File: config.mk
export PLATFORM = sky130hd
export DESIGN_NAME = req_pkt_wrapper
export DESIGN_NICKNAME = d
export VERILOG_FILES = /design/src/rtl/pktwrap_pkg.sv /design/src/rtl/pktwrap_ctrl.sv /design/src/rtl/pktwrap_dpath.sv /design/src/rtl/req_pkt_wrapper.sv
export SDC_FILE = /design/constraint.sdc
export NUM_CORES = 1
export LEC_CHECK = 0
export CAP_MARGIN = 20
export CORE_MARGIN = 4
export CORE_UTILIZATION = 35
export DETAILED_ROUTE_END_ITERATION = 16
export PLACE_DENSITY = 0.74
export SYNTH_ARGS = -nofsm -noshare
export SYNTH_HDL_FRONTEND = slang
export SYNTH_SLANG_ARGS = --single-unit
export TNS_END_PERCENT = 5
File: constraint.sdc
create_clock -name clk -period 8.6 [get_ports clk]
set_input_delay 0.86 -clock clk [delete_from_list [all_inputs] [get_ports clk]]
set_output_delay 0.86 -clock clk [all_outputs]
set_load 0.02 [all_outputs]
File: src/rtl/pktwrap_pkg.sv
package pktwrap_pkg;
  localparam int DATA_W  = 32;
  localparam int TAG_W   = 4;
  localparam int FLIT_W  = DATA_W + TAG_W;
  localparam int BOP_BIT = 32;
  localparam int EOP_BIT = 33;
  localparam int ID_W    = 8;
  localparam logic [7:0] OP_READ  = 8'h01;
  localparam logic [7:0] OP_WRITE = 8'h02;

  typedef enum logic [1:0] {W_IDLE, W_HDR, W_ADDR, W_DATA} word_e;

  typedef struct packed {
    logic  load;  // capture the request fields
    word_e sel;   // which word sits on the link
    logic  last;  // current word closes the packet
  } strobe_t;
endpackage

File: src/rtl/pktwrap_ctrl.sv
module pktwrap_ctrl
  import pktwrap_pkg::*;
#(
  parameter int CREDITS = 4
) (
  input  logic    clk,
  input  logic    rstN,
  input  logic    reqValid,
  input  logic    reqWrite,
  input  logic    linkCredit,
  output logic    reqReady,
  output logic    linkValid,
  output strobe_t stb
);
  localparam int CW = $clog2(CREDITS + 1);

  word_e         state;
  logic          isWr;
  logic [CW-1:0] credit;
  logic          fire;

  assign fire      = (state != W_IDLE) && (credit != '0);
  assign reqReady  = (state == W_IDLE);
  assign linkValid = fire;

  always_comb begin
    stb.load = (state == W_IDLE) && reqValid;
    stb.sel  = state;
    stb.last = ((state == W_ADDR) && !isWr) || (state == W_DATA);
  end

  always_ff @(posedge clk) begin
    if (!rstN) begin
      state  <= W_IDLE;
      isWr   <= 1'b0;
      credit <= CW'(CREDITS);
    end else begin
      credit <= credit - CW'(fire) + CW'(linkCredit);
      case (state)
        W_IDLE: if (reqValid) begin
          state <= W_HDR;
          isWr  <= reqWrite;
        end
        W_HDR:  if (fire) state <= W_ADDR;
        W_ADDR: if (fire) state <= isWr ? W_DATA : W_IDLE;
        W_DATA: if (fire) state <= W_IDLE;
        default: state <= W_IDLE;
      endcase
    end
  end
endmodule

File: src/rtl/pktwrap_dpath.sv
module pktwrap_dpath
  import pktwrap_pkg::*;
#(
  parameter logic [7:0] SRC_TERM = 8'h05
) (
  input  logic              clk,
  input  logic              rstN,
  input  strobe_t           stb,
  input  logic              reqWrite,
  input  logic [DATA_W-1:0] reqAddr,
  input  logic [DATA_W-1:0] reqWdata,
  input  logic [ID_W-1:0]   reqId,
  output logic [FLIT_W-1:0] linkFlit,
  input  logic              rspLinkValid,
  input  logic [FLIT_W-1:0] rspLinkFlit,
  output logic              rspValid,
  output logic              rspWrite,
  output logic [ID_W-1:0]   rspId,
  output logic [DATA_W-1:0] rspData
);
  logic [DATA_W-1:0] addrQ, dataQ;
  logic [ID_W-1:0]   idQ;
  logic              wrQ;
  logic [DATA_W-1:0] word;
  logic [ID_W-1:0]   hdrId;
  logic [7:0]        hdrOp;
  logic              inBop, inEop;
  logic [7:0]        curOp;

  always_ff @(posedge clk) begin
    if (stb.load) begin
      addrQ <= reqAddr;
      dataQ <= reqWdata;
      idQ   <= reqId;
      wrQ   <= reqWrite;
    end
  end

  always_comb begin
    case (stb.sel)
      W_HDR:   word = {addrQ[31:24], SRC_TERM, idQ, wrQ ? OP_WRITE : OP_READ};
      W_ADDR:  word = addrQ;
      W_DATA:  word = dataQ;
      default: word = '0;
    endcase
  end

  assign linkFlit = {2'b00, stb.last, stb.sel == W_HDR, word};

  // response side: header remembered, beat issued on the closing word
  assign inBop = rspLinkFlit[BOP_BIT];
  assign inEop = rspLinkFlit[EOP_BIT];
  assign curOp = inBop ? rspLinkFlit[7:0] : hdrOp;

  always_ff @(posedge clk) begin
    if (!rstN) begin
      rspValid <= 1'b0;
      rspWrite <= 1'b0;
      rspId    <= '0;
      rspData  <= '0;
      hdrId    <= '0;
      hdrOp    <= '0;
    end else begin
      rspValid <= rspLinkValid && inEop;
      if (rspLinkValid && inBop) begin
        hdrId <= rspLinkFlit[15:8];
        hdrOp <= rspLinkFlit[7:0];
      end
      if (rspLinkValid && inEop) begin
        rspId    <= inBop ? rspLinkFlit[15:8] : hdrId;
        rspWrite <= (curOp == OP_WRITE);
        rspData  <= inBop ? '0 : rspLinkFlit[31:0];
      end
    end
  end
endmodule

File: src/rtl/req_pkt_wrapper.sv
module req_pkt_wrapper
  import pktwrap_pkg::*;
#(
  parameter logic [7:0] SRC_TERM = 8'h05,
  parameter int         CREDITS  = 4
) (
  input  logic        clk,
  input  logic        rstN,
  input  logic        reqValid,
  output logic        reqReady,
  input  logic        reqWrite,
  input  logic [31:0] reqAddr,
  input  logic [31:0] reqWdata,
  input  logic [7:0]  reqId,
  output logic        linkValid,
  output logic [35:0] linkFlit,
  input  logic        linkCredit,
  input  logic        rspLinkValid,
  input  logic [35:0] rspLinkFlit,
  output logic        rspValid,
  output logic        rspWrite,
  output logic [7:0]  rspId,
  output logic [31:0] rspData
);
  strobe_t stb;

  pktwrap_ctrl #(.CREDITS(CREDITS)) u_ctrl (
    .clk(clk), .rstN(rstN), .reqValid(reqValid), .reqWrite(reqWrite),
    .linkCredit(linkCredit), .reqReady(reqReady), .linkValid(linkValid),
    .stb(stb)
  );

  pktwrap_dpath #(.SRC_TERM(SRC_TERM)) u_dpath (
    .clk(clk), .rstN(rstN), .stb(stb), .reqWrite(reqWrite),
    .reqAddr(reqAddr), .reqWdata(reqWdata), .reqId(reqId),
    .linkFlit(linkFlit), .rspLinkValid(rspLinkValid),
    .rspLinkFlit(rspLinkFlit), .rspValid(rspValid), .rspWrite(rspWrite),
    .rspId(rspId), .rspData(rspData)
  );
endmodule

# Yosys cells after proc, flatten, opt, wreduce, memory -nomap -nowiden

Cells that the tools add are included.

Register bits: 137
Bits in latches: 0
RAM bits: 0
Memory bits (read-only): 0
Input port bits: 114
Output and inout port bits: 80
Word-level logic and storage cells: 46
Memories: 0

Add/sub/neg operators: 2
Multipliers: 0
Div/mod/pow operators: 0
Order comparisons: 0
Equality and inequality tests: 8
Shift-type cells: 0
Muxes and demuxes: 11
Bitwise gates (word level): 0
Reductions and logical operators: 12

Operator list:

| operator                                             | number |
|---|---|
| one-hot mux 32 bit (3 select lines)                  | 1 |
| 2-to-1 mux 32 bit                                    | 1 |
| 2-to-1 mux 8 bit                                     | 2 |
| 2-to-1 mux 2 bit                                     | 6 |
| equality test 8 x 2 -> 1 bit (second input constant) | 1 |
| one-hot mux 2 bit (4 select lines)                   | 1 |
| != test 2 x 1 -> 1 bit (second input constant)       | 3 |
| logical AND 1 bit                                    | 5 |
| equality test 2 bit (second input constant)          | 2 |
| AND reduction 4 bit                                  | 1 |
| adder 3 x 1 -> 3 bit                                 | 1 |
| nonzero test 3 bit                                   | 1 |
| subtractor 3 x 1 -> 3 bit                            | 1 |
| equality test 2 x 1 -> 1 bit (second input constant) | 1 |
| logical NOT 2 bit                                    | 1 |
| != test 2 bit (second input constant)                | 1 |
| AND reduction 2 bit                                  | 1 |
| nonzero test 2 bit                                   | 1 |
| logical NOT 1 bit                                    | 1 |
| logical OR 1 bit                                     | 1 |

# Logic depth before layout (Yosys ltp)

Gate-level depths: netlist (run 1).

Word-level depth: 4
Gate-level depth with buffers: 10
Mapped depth without buffers: 9

# Cells and area by module

From an unflattened synthesis (run 1), not the netlist that was laid out.

Cells, all modules: 381
Area total of the unflattened synthesis: 5381.4 um^2

By module, submodules not included:

| module        | times used | cells an instance | area each (um^2) |
|---|---|---|---|
| pktwrap_dpath | 1          | 347               | 5057.4 |
| pktwrap_ctrl  | 1          | 34                | 324.1 |

# Worst setup path after synthesis (run 1)

No wires, ideal clock.

Path kind: in2reg
Start: in reqValid
End: reg u_ctrl.isWr
Arrival time: 6.467 ns
Path slack: 2.006 ns
Cell stages on the path: 4
Buffers on the path: 0
Cells stage by stage: inv_1 -> nor3_1 -> mux2i_1 -> nor2_1

Longest elaborated chain between the ends: 1

Ends and longest elaborated chain:

| element                              | line                 | text |
|---|---|---|
| start, declared                      | req_pkt_wrapper.sv:9 | `input logic reqValid,` |
| AND reduction 2 bit (no source line) | --                   |  |
| end signal, assigned                 | pktwrap_ctrl.sv:42   | `isWr <= reqWrite;` |
| end, declared                        | pktwrap_ctrl.sv:18   | `logic isWr;` |

Every way passes these cells.
A chain may end at the register's enable or synchronous reset.

# Worst setup path after layout (run 1)

Start: reg u_ctrl.state[0]
End: out linkFlit[13]

Longest elaborated chain between the ends: 2
Elaborated cells on any way between the ends: 4
Those cells by class: eq/ne (3); mux (1)

Ends and longest elaborated chain:

| element                                                                    | line                  | text |
|---|---|---|
| start, declared                                                            | pktwrap_ctrl.sv:17    | `word_e state;` |
| start signal, assigned                                                     | pktwrap_ctrl.sv:45    | `W_ADDR: if (fire) state <= isWr ? W_DATA : W_IDLE;` |
| equality test 2 bit / equality test 2 x 1 -> 1 bit (equally long branches) | pktwrap_dpath.sv:40   | `case (stb.sel)` |
| one-hot mux 32 bit (3 select lines) *                                      | pktwrap_dpath.sv:40   |  |
| end, declared                                                              | req_pkt_wrapper.sv:16 | `output logic [35:0] linkFlit,` |

Every way passes the cells marked *; elsewhere a longest branch is shown, timed or not.

==> results of run 1 <==
-- synth_stat cells (2+ instances only) --
library cell,count,area [um2]
nor3_1,3,15.0
a211oi_1,9,67.6
o22ai_1,2,12.5
and2_1,2,12.5
nor2b_1,12,75.1
clkbuf_1,7,26.3
a21oi_1,20,100
inv_1,4,15.0
nand2_1,37,139
edfxtp_1,73,2190
buf_2,11,55.1
dfxtp_1,64,1280
mux2_2,18,203
buf_1,3,11.3
mux2i_1,21,210
or4b_1,2,20.0
nor2_2,2,12.5
nor2_1,16,60.1
a22o_1,49,429
buf_4,4,30.0
buf_6,2,22.5
-- flip-flops by register name, indices dropped and copies added (netlist names), 2 cells and up --
name             flops
u_dpath.rspId        8
u_ctrl.credit        3
u_dpath.dataQ       32
u_dpath.hdrId        8
u_dpath.idQ          8
u_dpath.addrQ       32
u_dpath.rspData     32
u_ctrl.state         2
u_dpath.hdrOp        8
-- through the flow --
| stage | hold WS (ps) | instance area, um2 |
|---|---|---|
| floorplan | 431 | 5150 |
| global placement | 437 | 7170 |
| detailed placement | 452 | 7170 |
| CTS | 461 | 7710 |
| global route | 485 | 7710 |
| finish | 459 | 7710 |
-- final timing paths --
path              cells past startpoint          endpoint  slack [ps]
setup / recovery                      4      linkFlit[13]        4460
hold / removal                        2  u_dpath.hdrId[3]         460
setup reg to reg                      9  u_ctrl.credit[2]        5840
hold reg to reg                       2  u_dpath.hdrId[3]         460
-- cell families after synthesis --
family                   after synthesis  share of synthesized area [%]
flip-flops                           137                           67.5
AND/OR/NAND/NOR                       81                           7.59
adder cells (fa/ha/maj)                2                          0.632
other                                  1                         0.0729
AO/OA/AOI/OAI                         86                           12.7
XOR/XNOR                               2                          0.341
buffers and inverters                 31                           3.11
multiplexers                          39                           8.03
-- power by group --
group	internal (mW)	total, mW	switching (mW)
Sequential	0.765	0.802	0.0367
Clock	0.404	0.657	0.254
Combinational	0.193	0.374	0.181
-- layout make-up --
class,instances,share of cell area (%)
Sequential cell,137,45.1
Timing Repair Buffer,194,25.0
Multi-Input combinational cell,212,19.8
Clock buffer,23,5.96
Tap cell,184,2.99
Clock inverter,9,0.990
Inverter,4,0.195
-- critical path, delay by kind of cell, from the launching register on --
family	cells	cell delay [ps]
AOI/OAI and AO/OA	1	280
DFF	1	1000
and+or+nand+nor	1	720
buffers and inverters	2	860
-- metal layers --
layer  vias to the layer above  share of wire (%)
met5                         -                  0
met3                         9                 13
met2                       190                 46
li1                       1774                  -
met1                      1773                 40
met4                         0                1.3
==> results_dict.tcl, run 1 <==
set metrics [dict create \
    status "completed" \
    dpl.hpwl_um 9040 \
    clock_latency_ps 400 \
    setup_ws_ps 4460 \
    overflow 0 \
    cts_resized 0 \
    start_util_pct 35.5 \
    fmax_mhz 242 \
    dieArea_mm2 0.0167 \
    wl_per_cell_um 16.8 \
    async_flop_share_pct 0 \
    setup.worst_path.start_class "register" \
    maxCapViolCount 0 \
    cts_buffer_depth 2 \
    final_cell_mix "clkdlybuf4s50_1 (189), edfxtp_1 (73), dfxtp_1 (63)" \
    postSynthCellCount 379 \
    yosys_warnings 0 \
    finalMaxSlewViolations 0 \
    core_area_mm2 0.0145 \
    worst-setup-path-type "reg2out" \
    post-route-period-util_pct 48.1 \
    fin_util_pct 53.2 \
    crit_path_top_delay_cell "dfxtp_2" \
    hold_viol_final 0 \
    grtUsageMet1_pct 17.9 \
    critPathMaxFanout 38 \
    worstReg2RegStart "u_ctrl.state[0]" \
    yosysSeqAreaShare_pct 67.5 \
    fin_nets 682 \
    timing.critical_path.from "u_ctrl.state[0]" \
    setup_tns_ps 0 \
    multiInputGateArea_mm2 0.00153 \
    place_congestion 0.742 \
    dp.cells 731 \
    die_x_um 129 \
    syn_area_mm2 0.00514 \
    path_clk_slew_ps 50 \
    instances_no_fill 763 \
    antenna_left 0 \
    crit_chain "inv_1, nor2_2, a22o_1, clkdlybuf4s50_1" \
    drive_above_1_share_pct 10.0 \
    required_ps 7740 \
    totalPowerFinal_mw 1.83 \
    rsz0062_at_grt "no" \
    hold_start "u_dpath.hdrId[3]" \
    peakVddDrop_mv 0.119 \
    routed_via_density 4.91 \
    portBuffers 189 \
    fill_cells 1232 \
    drc 0 \
    cts_max_level 4 \
    diodes 0 \
    cts_tree "yes" \
    grt_pass1_wl_um 19900 \
    num_rows 44 \
    syn_area_per_cell_um2 13.6 \
    synth_edf_count 73 \
    hold_path.class "reg2reg" \
    setup_viol 0 \
    cts.sinks 137 \
    worst_pin_slew_ps 1030 \
    synth.distinct_cells 39 \
    crit_path_max_incr_delay_ps 1000 \
    slew_headroom_pct 31.7 \
    pre_cts_ws_ps 4830 \
    cts_hold_buf 0 \
    cts-buffers-inserted 17 \
    use_met2_pct 24.4 \
    busiest_layer "met2" \
    drt_wl_total_um 12800 \
    first_pass_iters 4 \
    min_period_ps 4140 \
    finClkSkew_ps 4.78 \
    cts_root_buf "clkbuf_16" \
    drtIter0Drc 137 \
    antenna_found_initial 0 \
    cp-end-kind "primary output" \
    die_h_um 129 \
    grt_pass1_vias 3918 \
    leakage_nw 2.78 \
    grtUsageMet3_pct 7.46 \
    regArea_mm2 0.00347 \
    vias 3746 \
    critPathArrivalTime_ps 3280 \
    synth_flop_cell "edfxtp_1" \
    ios 194 \
    grt.total_usage_pct 15.3 \
    areaGrowthSynthToFinish_pct 49.9 \
    grt_max_degree 45 \
    synth.ff_latch_count 137 \
    post_cts_buffers 0 \
    p_per_area_mw_per_mm2 238 \
    final_common_cell "clkdlybuf4s50_1" \
]
Power figures use the tool's default switching activity.
==> inputs of run 2 (changes only) <==
==> constraint.sdc (replaced) <==
create_clock -name clk -period 4.2 [get_ports clk]
set_input_delay 0.42 -clock clk [delete_from_list [all_inputs] [get_ports clk]]
set_output_delay 0.42 -clock clk [all_outputs]
set_load 0.02 [all_outputs]
==> run 2 against run 1 <==
Net effect:
- sequential share of layout area fell by 0.32 points
- sequential cell count did not move
- non-clock buffer count did not move
- cell count did not move
- critical path depth rose by 1
- critical path type unchanged
- highest routed layer unchanged
==> results_dict.tcl, run 2 (same netlist as run 1, synthesis figures left out) <==
set metrics [dict create \
    critPathArrivalTime_ps 2890 \
    grt.total_usage_pct 15.6 \
    diodes 0 \
    areaGrowthSynthToFinish_pct 51.0 \
    slew_headroom_pct 30.7 \
    drive_above_1_share_pct 9.67 \
    dieArea_mm2 0.0167 \
    final_common_cell "clkdlybuf4s50_1" \
    met3RoutedLength_um 1550 \
    portBuffers 189 \
    post_cts_buffers 0 \
    cts_resized 0 \
    maxCapViolCount 0 \
    drtIter0Drc 144 \
    die_x_um 129 \
    cts_buffer_depth 2 \
    required_ps 3780 \
    drc 0 \
    vias 3760 \
    final_cell_mix "clkdlybuf4s50_1 (189), edfxtp_1 (73), dfxtp_1 (63)" \
    totalPowerFinal_mw 3.88 \
    cts_tree "yes" \
    wl_met1_um 5110 \
    setup_viol 0 \
    grt_max_degree 75 \
    cts.sinks 137 \
    dp.cells 731 \
    status "completed" \
    critPathMaxFanout 38 \
    place_congestion 0.760 \
    fmax_mhz 302 \
    overflow 0 \
    routed_via_density 4.93 \
    core_area_mm2 0.0145 \
    cts_root_buf "clkbuf_16" \
    grt_pass1_vias 3969 \
    setup_ws_ps 888 \
    hold_path.class "reg2reg" \
    worst_pin_slew_ps 1040 \
    min_period_ps 3310 \
    antenna_left 0 \
    peakVddDrop_mv 0.259 \
    start_util_pct 35.5 \
    finalMaxSlewViolations 0 \
    path_clk_slew_ps 60 \
    pre_cts_ws_ps 1250 \
    leakage_nw 2.79 \
    fill_cells 1222 \
    cts_hold_buf 0 \
    dr_wl_met2_um 5970 \
    cts-buffers-inserted 17 \
    cts_max_level 4 \
    setup_tns_ps 0 \
    placed_cell_area_mm2 0.00718 \
    finClkSkew_ps 4.09 \
    finalHoldWorstSlack_ps 455 \
    wl_per_cell_um 16.8 \
    dpl.hpwl_um 9050 \
    setup.worst_path.start_class "register" \
    num_rows 44 \
    die_h_um 129 \
    post-route-period-util_pct 78.8 \
    rsz0062_at_grt "no" \
    top_regs "u_dpath.addrQ (32), u_dpath.dataQ (32), u_dpath.rspData (32)" \
    worst-setup-path-type "reg2out" \
    drt_wl_total_um 12800 \
    grt_pass1_wl_um 20000 \
    hold_viol_final 0 \
    cp-end-kind "primary output" \
    final_area_mm2 0.00776 \
    ios 194 \
    antenna_found_initial 0 \
    p_per_area_mw_per_mm2 500 \
    routed.top_layer "met4" \
    fin_util_pct 53.6 \
    instances_no_fill 763 \
    fin_nets 682 \
    clock_latency_ps 410 \
    first_pass_iters 4 \
]
==> run 2: cell types whose count changed in the layout (fill, tap and decap cells not counted), moves of 2 or more <==
cell / change
bufinv_16: +2
clkinv_1: +4
clkbuf_1: -2
clkinv_2: -3
clkbuf_4: -3
==> run 2: routing by layer <==
metal | GRT usage [%] | up-vias
li1 | - | 1779
met1 | 17.3 | 1793
met2 | 25.4 | 168
met3 | 8.00 | 20
met4 | 6.05 | 0
met5 | 0 | -
==> run 2: area by class of cell <==
| class | instances | area, um2 | area share (%) |
|---|---|---|---|
| inverter | 4 | 15.0 | 0.193 |
| clock buffer | 18 | 429 | 5.53 |
| multi-input combinational | 212 | 1530 | 19.7 |
| tap | 184 | 230 | 2.96 |
| timing repair buffer | 194 | 1930 | 24.8 |
| clock inverter | 14 | 155 | 2.00 |
| sequential | 137 | 3470 | 44.7 |
==> run 2: worst paths after layout <==
path	startpoint	endpoint	slack (ps)	cells past startpoint
worst max-delay path	u_ctrl.state[0]	linkFlit[31]	890	5
worst min-delay path	u_dpath.hdrOp[5]	u_dpath.hdrOp[5]	450	2
worst max register to register	u_ctrl.state[0]	u_ctrl.credit[2]	1370	9
worst min register to register	u_dpath.hdrOp[5]	u_dpath.hdrOp[5]	450	2
==> run 2: where the power goes <==
group | internal (mW) | leakage, nW | total [mW] | switching, mW
Clock | 0.924 | 0.276 | 1.47 | 0.543
Combinational | 0.397 | 1.30 | 0.761 | 0.364
Sequential | 1.57 | 1.22 | 1.65 | 0.0847
Total | 2.89 | 2.79 | 3.88 | 0.992
==> run 2: worst max-delay path, stage by stage, from the launching register on <==
cell and delay, ps:
dfxtp_2 1010, inv_1 230, nor2_2 130, buf_4 250, a22o_1 220, clkdlybuf4s50_1 630
==> inputs of run 3 (changes only) <==
--- a/config.mk
+++ b/config.mk
@@ -9,7 +9,7 @@
 export CORE_MARGIN = 4
 export CORE_UTILIZATION = 35
 export DETAILED_ROUTE_END_ITERATION = 16
-export PLACE_DENSITY = 0.74
+export PLACE_DENSITY = 0.76
 export SYNTH_ARGS = -nofsm -noshare
 export SYNTH_HDL_FRONTEND = slang
 export SYNTH_SLANG_ARGS = --single-unit
==> constraint.sdc (replaced) <==
create_clock -name clk -period 2.95 [get_ports clk]
set_input_delay 0.295 -clock clk [delete_from_list [all_inputs] [get_ports clk]]
set_output_delay 0.295 -clock clk [all_outputs]
set_load 0.02 [all_outputs]
==> run 3 against run 2 <==
Net effect:
- clock-buffer cell count stayed put
- first-iteration DRC count is 24% higher
- register-to-register slack worse by 390 ps
- combinational power is 52% higher
- sequential cell count stayed put
- worst hold slack worse by 20 ps
- clock power is 48% higher
- sequential power is 39% higher
- cell area is 1.3% higher
- non-clock buffer count is 6 higher
- wire length is 4.5% higher
- largest cell class unchanged
- largest power group unchanged
==> results_dict.tcl, run 3 (same netlist as run 1, synthesis figures left out) <==
set metrics [dict create \
    overflow 0 \
    peakVddDrop_mv 0.404 \
    cts_max_level 4 \
    drt_wl_total_um 13400 \
    ios 194 \
    portBuffers 189 \
    worst-setup-path-type "reg2out" \
    grt.total_usage_pct 15.8 \
    worstReg2RegStart "u_ctrl.state[0]" \
    start_util_pct 35.5 \
    top_regs "u_dpath.addrQ (32), u_dpath.dataQ (32), u_dpath.rspData (32)" \
    pre_cts_ws_ps 735 \
    fmax_mhz 387 \
    met3RoutedLength_um 1360 \
    core_area_mm2 0.0145 \
    clock_latency_ps 410 \
    setup_ws_ps 364 \
    drc 0 \
    status "completed" \
    areaGrowthSynthToFinish_pct 52.9 \
    dp.cells 737 \
    leakage_nw 2.85 \
    cts_tree "yes" \
    path_clk_slew_ps 60 \
    regToRegSetupSlack_ps 980 \
    setup_tns_ps 0 \
    switching_share_pct 25.4 \
    cts_resized 0 \
    cts_root_buf "clkbuf_16" \
    antenna_left 0 \
    setup.worst_path.start_class "register" \
    slew_headroom_pct 63.2 \
    drive_above_1_share_pct 10.8 \
    dieArea_mm2 0.0167 \
    seqPwrFrac_pct 40.7 \
    holdPathEnd "u_dpath.addrQ[30]" \
    instances_no_fill 769 \
    cts-buffers-inserted 17 \
    critPathArrivalTime_ps 2290 \
    cts_hold_buf 0 \
    die_x_um 129 \
    r2r-end "u_ctrl.credit[2]" \
    die_h_um 129 \
    num_rows 44 \
    finalHoldWorstSlack_ps 435 \
    holdPathStages 1 \
    r2r_cells 9 \
    final_cell_mix "clkdlybuf4s50_1 (189), edfxtp_1 (73), dfxtp_1 (63)" \
    totalPowerFinal_mw 5.65 \
    p_int_mw 4.22 \
    place_congestion 0.745 \
    grt_max_degree 74 \
    drtIter0Drc 178 \
    fin_util_pct 54.3 \
    routed.top_layer "met5" \
    grt_pass1_wl_um 20100 \
    maxCapViolCount 0 \
    hold_start "reqAddr[30]" \
    setup_viol 0 \
    required_ps 2650 \
    hold_viol_final 0 \
    p_comb_share_pct 20.6 \
    fin_nets 688 \
    post_cts_buffers 0 \
    critPathMaxFanout 23 \
    diodes 0 \
    finalMaxSlewViolations 0 \
    routed_via_density 4.92 \
    rsz0062_at_grt "no" \
    power_frac_clock_pct 38.7 \
    cts_buffer_depth 2 \
    worst_pin_slew_ps 551 \
    first_pass_iters 4 \
    placed_cell_area_mm2 0.00726 \
    final_common_cell "clkdlybuf4s50_1" \
    grt_pass1_vias 3907 \
    dpl.hpwl_um 9720 \
    wl_met1_um 5460 \
    switchingPower_mw 1.44 \
    dr_wl_met2_um 6350 \
    finClkSkew_ps 4.92 \
    min_period_ps 2590 \
    vias 3780 \
    wl_per_cell_um 17.4 \
    post-route-period-util_pct 87.7 \
    hold_path.class "in2reg" \
    cp-end-kind "primary output" \
    antenna_found_initial 1 \
    cts.sinks 137 \
    p_per_area_mw_per_mm2 718 \
    final_area_mm2 0.00787 \
]
-- run 3: routing by layer --
metal,global-route usage [%],vias up
met5,0,-
met4,6.36,2
met3,6.31,23
met2,26.3,163
met1,18.3,1799
li1,-,1793
-- run 3: worst max-delay path by stage --
stage                                endpoint             from  cells after the start
after floorplan                   u_ctrl.isWr  u_ctrl.state[0]                      5
after global placement    u_dpath.rspData[16]     rspLinkValid                      4
after detailed placement  u_dpath.rspData[25]     rspLinkValid                      5
after CTS                        linkFlit[19]  u_ctrl.state[0]                      5
after global routing             linkFlit[19]  u_ctrl.state[0]                      5
final                             linkFlit[5]  u_ctrl.state[0]                      5
-- run 3: cell type report --
class                           instances  area [um2]
Sequential cell                       137        3470
Inverter                                4        15.0
Multi-Input combinational cell        212        1530
Clock inverter                         14         179
Fill cell                            1214        6610
Clock buffer                           18         429
Tap cell                              184         230
Timing Repair Buffer                  200        2010
-- run 3: critical path, stage by stage (launching register included) --
cell	delay, ps
dfxtp_2	360
buf_4	360
buf_4	300
mux2i_1	100
nor2b_1	130
clkdlybuf4s50_1	620
-- run 3: power by group through the flow --
stage,Sequential [mW],Clock (mW),Combinational (mW)
finish,2.30,2.18,1.16
global route,2.32,2.31,1.25
CTS,2.30,2.22,1.18
detailed placement,2.34,0,1.18
global placement,2.33,0,1.14
floorplan,2.35,0,0.616
